`src/rtl/axf_pkg.sv`:
```
package axf_pkg;

   localparam int unsigned CFG_DW = 32;

   localparam logic [7:0] EVT_ID_RD = 8'h41;
   localparam logic [7:0] EVT_ID_WR = 8'h42;

   localparam int unsigned A_CTRL   = 0;
   localparam int unsigned A_SHARED = 1;
   localparam int unsigned A_EVT0   = 2;

   typedef enum logic {
      DIR_RD = 1'b0,
      DIR_WR = 1'b1
   } dir_e;

   typedef enum logic {
      CH_ADDR = 1'b0,
      CH_DATA = 1'b1
   } chan_e;

endpackage

```
`src/rtl/axf_cfg_regs.sv`:
```
module axf_cfg_regs
   import axf_pkg::*;
#(
   parameter int unsigned NCNT       = 3,
   parameter int unsigned ID_W       = 16,
   parameter int unsigned PORT_W     = 2,
   parameter int unsigned ADDR_W     = 4,
   parameter bit          PER_CNT_EN = 1'b1
) (
   input  logic                             clk,
   input  logic                             rst_n,
   input  logic                             cfg_we,
   input  logic [ADDR_W-1:0]                cfg_addr,
   input  logic [CFG_DW-1:0]                cfg_wdata,
   output logic                             mode_pc,
   output logic                             byte_mode,
   output logic [ID_W-1:0]                  sh_val,
   output logic [ID_W-1:0]                  sh_mask,
   output logic [NCNT-1:0][7:0]             evt,
   output logic [NCNT-1:0][ID_W-1:0]        pc_val,
   output logic [NCNT-1:0][ID_W-1:0]        pc_mask,
   output logic [NCNT-1:0]                  pc_chan,
   output logic [NCNT-1:0][PORT_W-1:0]      pc_port
);

   localparam int unsigned PC_BASE  = A_EVT0 + NCNT;
   localparam int unsigned MUX_BASE = PC_BASE + NCNT;

   logic unused_wdata;
   assign unused_wdata = ^cfg_wdata;

   logic mode_q;

   always_ff @(posedge clk or negedge rst_n) begin
      if (!rst_n) begin
         mode_q    <= 1'b0;
         byte_mode <= 1'b0;
      end else if (cfg_we && cfg_addr == ADDR_W'(A_CTRL)) begin
         mode_q    <= cfg_wdata[0];
         byte_mode <= cfg_wdata[1];
      end
   end

   always_ff @(posedge clk or negedge rst_n) begin
      if (!rst_n) begin
         sh_val  <= '0;
         sh_mask <= '0;
      end else if (cfg_we && cfg_addr == ADDR_W'(A_SHARED)) begin
         sh_val  <= cfg_wdata[ID_W-1:0];
         sh_mask <= cfg_wdata[16 +: ID_W];
      end
   end

   if (PER_CNT_EN) begin : g_mode_pc
      assign mode_pc = mode_q;
   end else begin : g_mode_shared_only
      assign mode_pc = 1'b0;
   end

   for (genvar k = 0; k < NCNT; k++) begin : g_ctr
      always_ff @(posedge clk or negedge rst_n) begin
         if (!rst_n) begin
            evt[k] <= '0;
         end else if (cfg_we && cfg_addr == ADDR_W'(A_EVT0 + k)) begin
            evt[k] <= cfg_wdata[7:0];
         end
      end

      if (PER_CNT_EN) begin : g_pc
         always_ff @(posedge clk or negedge rst_n) begin
            if (!rst_n) begin
               pc_val[k]  <= '0;
               pc_mask[k] <= '0;
            end else if (cfg_we && cfg_addr == ADDR_W'(PC_BASE + k)) begin
               pc_val[k]  <= cfg_wdata[ID_W-1:0];
               pc_mask[k] <= cfg_wdata[16 +: ID_W];
            end
         end

         always_ff @(posedge clk or negedge rst_n) begin
            if (!rst_n) begin
               pc_chan[k] <= 1'b0;
               pc_port[k] <= '0;
            end else if (cfg_we && cfg_addr == ADDR_W'(MUX_BASE + k)) begin
               pc_chan[k] <= cfg_wdata[0];
               pc_port[k] <= cfg_wdata[PORT_W:1];
            end
         end
      end else begin : g_no_pc
         assign pc_val[k]  = '0;
         assign pc_mask[k] = '0;
         assign pc_chan[k] = 1'b0;
         assign pc_port[k] = '0;
      end
   end

endmodule

```
`src/rtl/axf_ctr_match.sv`:
```
module axf_ctr_match
   import axf_pkg::*;
#(
   parameter int unsigned ID_W    = 16,
   parameter int unsigned PORT_W  = 2,
   parameter int unsigned BYTES_W = 8
) (
   input  logic               hs,
   input  logic               dir,
   input  logic               chan,
   input  logic [PORT_W-1:0]  port,
   input  logic [ID_W-1:0]    id,
   input  logic [BYTES_W-1:0] bytes,
   input  logic               mode_pc,
   input  logic               byte_mode,
   input  logic [7:0]         evt,
   input  logic [ID_W-1:0]    sh_val,
   input  logic [ID_W-1:0]    sh_mask,
   input  logic [ID_W-1:0]    pc_val,
   input  logic [ID_W-1:0]    pc_mask,
   input  logic               pc_chan,
   input  logic [PORT_W-1:0]  pc_port,
   output logic               qual,
   output logic [BYTES_W-1:0] amt
);

   logic            dir_ok;
   logic            id_ok;
   logic            chan_ok;
   logic            port_ok;
   logic [ID_W-1:0] sel_val;
   logic [ID_W-1:0] sel_mask;

   always_comb begin
      dir_ok = (evt == EVT_ID_RD && dir == DIR_RD) ||
               (evt == EVT_ID_WR && dir == DIR_WR);
   end

   always_comb begin
      sel_val  = mode_pc ? pc_val  : sh_val;
      sel_mask = mode_pc ? pc_mask : sh_mask;
      id_ok    = ((id ^ sel_val) & sel_mask) == '0;
   end

   always_comb begin
      if (mode_pc) begin
         chan_ok = (chan == pc_chan);
         port_ok = (port == '0) && (pc_port == '0);
         amt     = (byte_mode && chan == CH_DATA) ? bytes : BYTES_W'(1);
      end else begin
         chan_ok = byte_mode ? (chan == CH_DATA) : (chan == CH_ADDR);
         port_ok = (port == '0);
         amt     = byte_mode ? bytes : BYTES_W'(1);
      end
   end

   assign qual = hs && dir_ok && id_ok && chan_ok && port_ok;

endmodule

```
`src/rtl/axid_evt_filter.sv`:
```
module axid_evt_filter
   import axf_pkg::*;
#(
   parameter int unsigned NCNT       = 3,
   parameter int unsigned ID_W       = 16,
   parameter int unsigned PORT_W     = 2,
   parameter int unsigned BYTES_W    = 8,
   parameter int unsigned ADDR_W     = 4,
   parameter bit          PER_CNT_EN = 1'b1
) (
   input  logic                      clk,
   input  logic                      rst_n,
   input  logic                      cfg_we,
   input  logic [ADDR_W-1:0]         cfg_addr,
   input  logic [31:0]               cfg_wdata,
   input  logic                      obs_valid,
   input  logic                      obs_ready,
   input  logic                      obs_dir,
   input  logic                      obs_chan,
   input  logic [PORT_W-1:0]         obs_port,
   input  logic [ID_W-1:0]           obs_id,
   input  logic [BYTES_W-1:0]        obs_bytes,
   output logic [NCNT-1:0]           inc_en,
   output logic [NCNT*BYTES_W-1:0]   inc_amt
);

   localparam int unsigned AMT_W    = BYTES_W;
   localparam int unsigned N_REGS   = A_EVT0 + 3 * NCNT;

   if (ID_W < 1 || ID_W > 16) begin : g_bad_id_w
      $error("ID_W must lie in 1..16");
   end
   if (PORT_W < 1 || PORT_W > 8) begin : g_bad_port_w
      $error("PORT_W must lie in 1..8");
   end
   if (NCNT < 1) begin : g_bad_ncnt
      $error("NCNT must be at least 1");
   end
   if (N_REGS > (1 << ADDR_W)) begin : g_bad_addr_w
      $error("ADDR_W too small for the register map");
   end
   if (BYTES_W < 1) begin : g_bad_bytes_w
      $error("BYTES_W must be at least 1");
   end

   logic                        mode_pc_w;
   logic                        byte_mode_w;
   logic [ID_W-1:0]             sh_val_w;
   logic [ID_W-1:0]             sh_mask_w;
   logic [NCNT-1:0][7:0]        evt_w;
   logic [NCNT-1:0][ID_W-1:0]   pc_val_w;
   logic [NCNT-1:0][ID_W-1:0]   pc_mask_w;
   logic [NCNT-1:0]             pc_chan_w;
   logic [NCNT-1:0][PORT_W-1:0] pc_port_w;
   logic                        hs_w;

   assign hs_w = obs_valid & obs_ready;

   axf_cfg_regs #(
      .NCNT       (NCNT),
      .ID_W       (ID_W),
      .PORT_W     (PORT_W),
      .ADDR_W     (ADDR_W),
      .PER_CNT_EN (PER_CNT_EN)
   ) cfg_i (
      .clk       (clk),
      .rst_n     (rst_n),
      .cfg_we    (cfg_we),
      .cfg_addr  (cfg_addr),
      .cfg_wdata (cfg_wdata),
      .mode_pc   (mode_pc_w),
      .byte_mode (byte_mode_w),
      .sh_val    (sh_val_w),
      .sh_mask   (sh_mask_w),
      .evt       (evt_w),
      .pc_val    (pc_val_w),
      .pc_mask   (pc_mask_w),
      .pc_chan   (pc_chan_w),
      .pc_port   (pc_port_w)
   );

   for (genvar k = 0; k < NCNT; k++) begin : g_slice
      logic             qual_w;
      logic [AMT_W-1:0] amt_w;
      logic             en_q;
      logic [AMT_W-1:0] amt_q;

      axf_ctr_match #(
         .ID_W    (ID_W),
         .PORT_W  (PORT_W),
         .BYTES_W (BYTES_W)
      ) match_i (
         .hs        (hs_w),
         .dir       (obs_dir),
         .chan      (obs_chan),
         .port      (obs_port),
         .id        (obs_id),
         .bytes     (obs_bytes),
         .mode_pc   (mode_pc_w),
         .byte_mode (byte_mode_w),
         .evt       (evt_w[k]),
         .sh_val    (sh_val_w),
         .sh_mask   (sh_mask_w),
         .pc_val    (pc_val_w[k]),
         .pc_mask   (pc_mask_w[k]),
         .pc_chan   (pc_chan_w[k]),
         .pc_port   (pc_port_w[k]),
         .qual      (qual_w),
         .amt       (amt_w)
      );

      always_ff @(posedge clk or negedge rst_n) begin
         if (!rst_n) begin
            en_q  <= 1'b0;
            amt_q <= '0;
         end else begin
            en_q  <= qual_w;
            amt_q <= qual_w ? amt_w : '0;
         end
      end

      assign inc_en[k]               = en_q;
      assign inc_amt[k*AMT_W +: AMT_W] = amt_q;
   end

endmodule

```
`config.mk`:
```
export PLATFORM = sky130hd
export DESIGN_NAME = axid_evt_filter
export DESIGN_NICKNAME = d
export VERILOG_FILES = /design/src/rtl/axf_pkg.sv /design/src/rtl/axf_cfg_regs.sv /design/src/rtl/axf_ctr_match.sv /design/src/rtl/axid_evt_filter.sv
export SDC_FILE = /design/constraint.sdc
export NUM_CORES = 1
export LEC_CHECK = 0
export ABC_AREA = 1
export ABC_CLOCK_PERIOD_IN_PS = 2000
export CAP_MARGIN = 20
export CORE_MARGIN = 5
export CORE_UTILIZATION = 40
export DETAILED_ROUTE_END_ITERATION = 10
export HOLD_SLACK_MARGIN = 0.02
export SLEW_MARGIN = 20
export SYNTH_ARGS = -nofsm -noshare
export SYNTH_HDL_FRONTEND = slang
export SYNTH_SLANG_ARGS = --single-unit
```
`constraint.sdc`:
```
create_clock -name clk -period 2 [get_ports clk]
set_input_delay 0.3 -clock clk [delete_from_list [all_inputs] [get_ports clk]]
set_output_delay 0.3 -clock clk [all_outputs]
set_load 0.03 [all_outputs]
```
==> impl_metrics.env <==
export IMPL_status="finished, final reports clean"
export IMPL_tightest_slew_ps=492
export IMPL_cp_max_fo=24
export IMPL_yosysSeqAreaShare=0.531
export IMPL_first_global_vias=7246
export IMPL_synth_avg_cell_area_um2=7.85
export IMPL_antenna_found_initial=0
export IMPL_start_kind="register"
export IMPL_io_buffers=95
export IMPL_synth_area_um2=8960
export IMPL_wl_per_cell_um=15.6
export IMPL_numCtsBuffers=17
export IMPL_grt_pass1_wl_mm=38.8
export IMPL_worstPathArrival_ps=2190
export IMPL_yosysTopAreaCellShare=0.531
export IMPL_grt_busiest_layer="met2"
export IMPL_vias_per_cell=4.94
export IMPL_rr_worst_depth=8
export IMPL_fin_ws_ps=146
export IMPL_fillers=2076
export IMPL_required_ps=2340
export IMPL_h_tree_depth=4
export IMPL_grt_use_met1=0.276
export IMPL_cts_setup_buffers=0
export IMPL_dpl_cell_area_um2=10400
export IMPL_async_flop_share=1.00
export IMPL_worstPathCellList="inv_8 > buf_12 > nand2_2 > a21oi_1 > o21ai_1 > nor2_1 > nand3_4 > nor3_1"
export IMPL_io_pin_count=96
export IMPL_critPathMaxStageDelay_ps=450
export IMPL_insertion_delay_ps=430
export IMPL_design_area_um2=11100
export IMPL_max_freq_ghz=0.539
export IMPL_syn_num_nets=1212
export IMPL_clock_skew_ps=9.93
export IMPL_finalWirelength_mm=23.9
export IMPL_synth_most_common_cell="nand2_1"
export IMPL_yosys_cell_types_count=24
export IMPL_setup_viol=0
export IMPL_min_period_ps=1850
export IMPL_p_leak_nw=5.41
export IMPL_drt_first_pass_iters=5
export IMPL_root_buffer="clkbuf_16"
export IMPL_antenna_cells=0
export IMPL_critPathKind="reg2reg"
export IMPL_tritoncts="built"
export IMPL_synthTopCellsByArea="dfrtp_1, nand2_1, o21ai_0"
export IMPL_slowest_stage="dfrtp_2"
export IMPL_globalRouteMet2Util=0.291
export IMPL_worst_hold_slack_ps=362
export IMPL_fp_coreArea_um2=22000
export IMPL_synth_largest_area_cell="dfrtp_1"
export IMPL_hp_class="in2async"
export IMPL_dieHeight_um=160
export IMPL_ys_warnings_count=0
export IMPL_synth_cells=1142
export IMPL_final_cells=1536
export IMPL_cts_sinks=190
export IMPL_r2r_end="g_slice[0].amt_q[2]$_DFF_PN0_"
export IMPL_hold_viol_final=0
export IMPL_synth_common_cells="nand2_1, dfrtp_1, o21ai_0"
export IMPL_ant_nets=0
export IMPL_drt_iter0_drc=576
export IMPL_overflow=0
export IMPL_rsz0062_at_grt="yes"
export IMPL_r2r_start="cfg_i.mode_pc$_DFFE_PN0P_"
export IMPL_start_util=0.408
export IMPL_dieArea_um2=25500
export IMPL_fp_dieW_um=160
export IMPL_drc=0
export IMPL_grt_max_degree=65
export IMPL_ys_seq_elements=190
export IMPL_clk_pin_slew_ps=70
export IMPL_via_count=7582
export IMPL_fin_crit_sh=0.927
export IMPL_grt_util_met3=0.0381
export IMPL_post_place_ws_ps=-9.89
export IMPL_maxCapViolations=0
export IMPL_rows=54
export IMPL_setup_tns_ps=0
export IMPL_synth_edf_count=0
export IMPL_fin_util=0.506
export IMPL_totalPowerFinal_mw=11.3
export IMPL_power_density_nw_per_um2=1020
export IMPL_syn_to_final_growth_pct=24.0
export IMPL_slew_viol_final=0
export IMPL_vdd_drop_max_mv=0.478
export IMPL_hpwl_mm=16.9
export IMPL_place_congestion=0.826
export IMPL_nets=1313
export IMPL_dpl_cell_count=1501
export IMPL_ff2ff_setup_slack_ps=150
export IMPL_relSlewSlack=0.668
export IMPL_drive_gt1_frac=0.0772
export IMPL_critPathCaptureType="register"
export IMPL_cts_max_path_buffers=2
export IMPL_grt_total_usage=0.189
export IMPL_ys_flop_type="dfrtp_1"
-- how the worst max path moves through the flow --
stage | startpoint | to | slack (ps) | depth (start not counted)
after global placement | obs_chan | g_slice[0].amt_q[7]$_DFF_PN0_ | 40 | 9
after floorplan | cfg_i.mode_pc$_DFFE_PN0P_ | g_slice[0].amt_q[0]$_DFF_PN0_ | 450 | 12
final | cfg_i.mode_pc$_DFFE_PN0P_ | g_slice[0].amt_q[2]$_DFF_PN0_ | 150 | 8
after detailed placement | obs_chan | g_slice[0].amt_q[2]$_DFF_PN0_ | -10 | 9
after CTS | cfg_i.mode_pc$_DFFE_PN0P_ | g_slice[1].amt_q[2]$_DFF_PN0_ | 50 | 8
after global routing | cfg_i.mode_pc$_DFFE_PN0P_ | g_slice[2].amt_q[5]$_DFF_PN0_ | -20 | 10
-- report_power, final --
group	total [mW]	switching, mW	internal (mW)
Clock	3.28	1.54	1.74
Sequential	4.94	0.383	4.56
Combinational	3.06	1.89	1.17
-- layout make-up --
| type | instances | area, µm² | area share |
|---|---|---|---|
| inverter | 96 | 368 | 0.0331 |
| timing repair buffer | 126 | 1390 | 0.125 |
| multi-input combinational | 812 | 3690 | 0.332 |
| clock inverter | 13 | 126 | 0.0114 |
| clock buffer | 19 | 433 | 0.0390 |
| sequential | 190 | 4760 | 0.428 |
| tap | 280 | 350 | 0.0315 |
-- layout by cell type, fill, tap and decap left out, types with 3 or more instances in the layout --
master           synthesis  layout
a21oi_1                 39      39
buf_12                   1      14
buf_4                    3      14
clkbuf_16                0      18
clkdlybuf4s50_1          0      94
clkinvlp_4               0       3
dfrtp_1                190     189
inv_1                   94      94
inv_6                    0       5
nand2_1                372     371
nand2_2                  4       5
nand2_4                 10      10
nand3_1                103     102
nand3_4                  0       3
nor2_1                  81      76
nor2_2                   0       3
nor3_1                  24      22
nor3_2                   3       3
o21ai_0                157     157
o21ai_1                  9       9
or2_2                    4       4
-- kinds of logic after synthesis --
| family | Yosys count | synth area share |
|---|---|---|
| buf+inv | 141 | 0.0673 |
| simple gates | 605 | 0.286 |
| fa+ha+maj | 1 | 0.00140 |
| compound gates | 205 | 0.114 |
| flops | 190 | 0.531 |
-- flip-flops by register name, summed over array words and instances (netlist names) --
signal           cells
cfg_i.pc_mask       48
cfg_i.pc_val        48
cfg_i.evt           24
g_slice.amt_q       24
cfg_i.sh_mask       16
cfg_i.sh_val        16
cfg_i.pc_port        6
cfg_i.pc_chan        3
g_slice.en_q         3
cfg_i.byte_mode      1
cfg_i.mode_pc        1
-- critical path: cells and delay by family, from the launching register on --
| family | cells | cell delay (ps) |
|---|---|---|
| and+or+nand+nor | 4 | 670 |
| DFF | 1 | 450 |
| buffers and inverters | 2 | 380 |
| AOI/OAI and AO/OA | 2 | 260 |
-- per-layer routing --
| layer | part of all wire | wire length, µm |
|---|---|---|
| met2 | 0.46 | 10900 |
| met1 | 0.48 | 11500 |
| met5 | 0 | 0 |
| met3 | 0.048 | 1160 |
| met4 | 0.014 | 336 |
-- what timing repair did --
item,in CTS,in global routing
gates cloned,0,2
setup endpoints to repair,2,26
pin swaps,0,1
resized for setup,1,14
hold endpoints to repair,39,0
hold buffers,1,0
(Power assumes the default switching activity.)
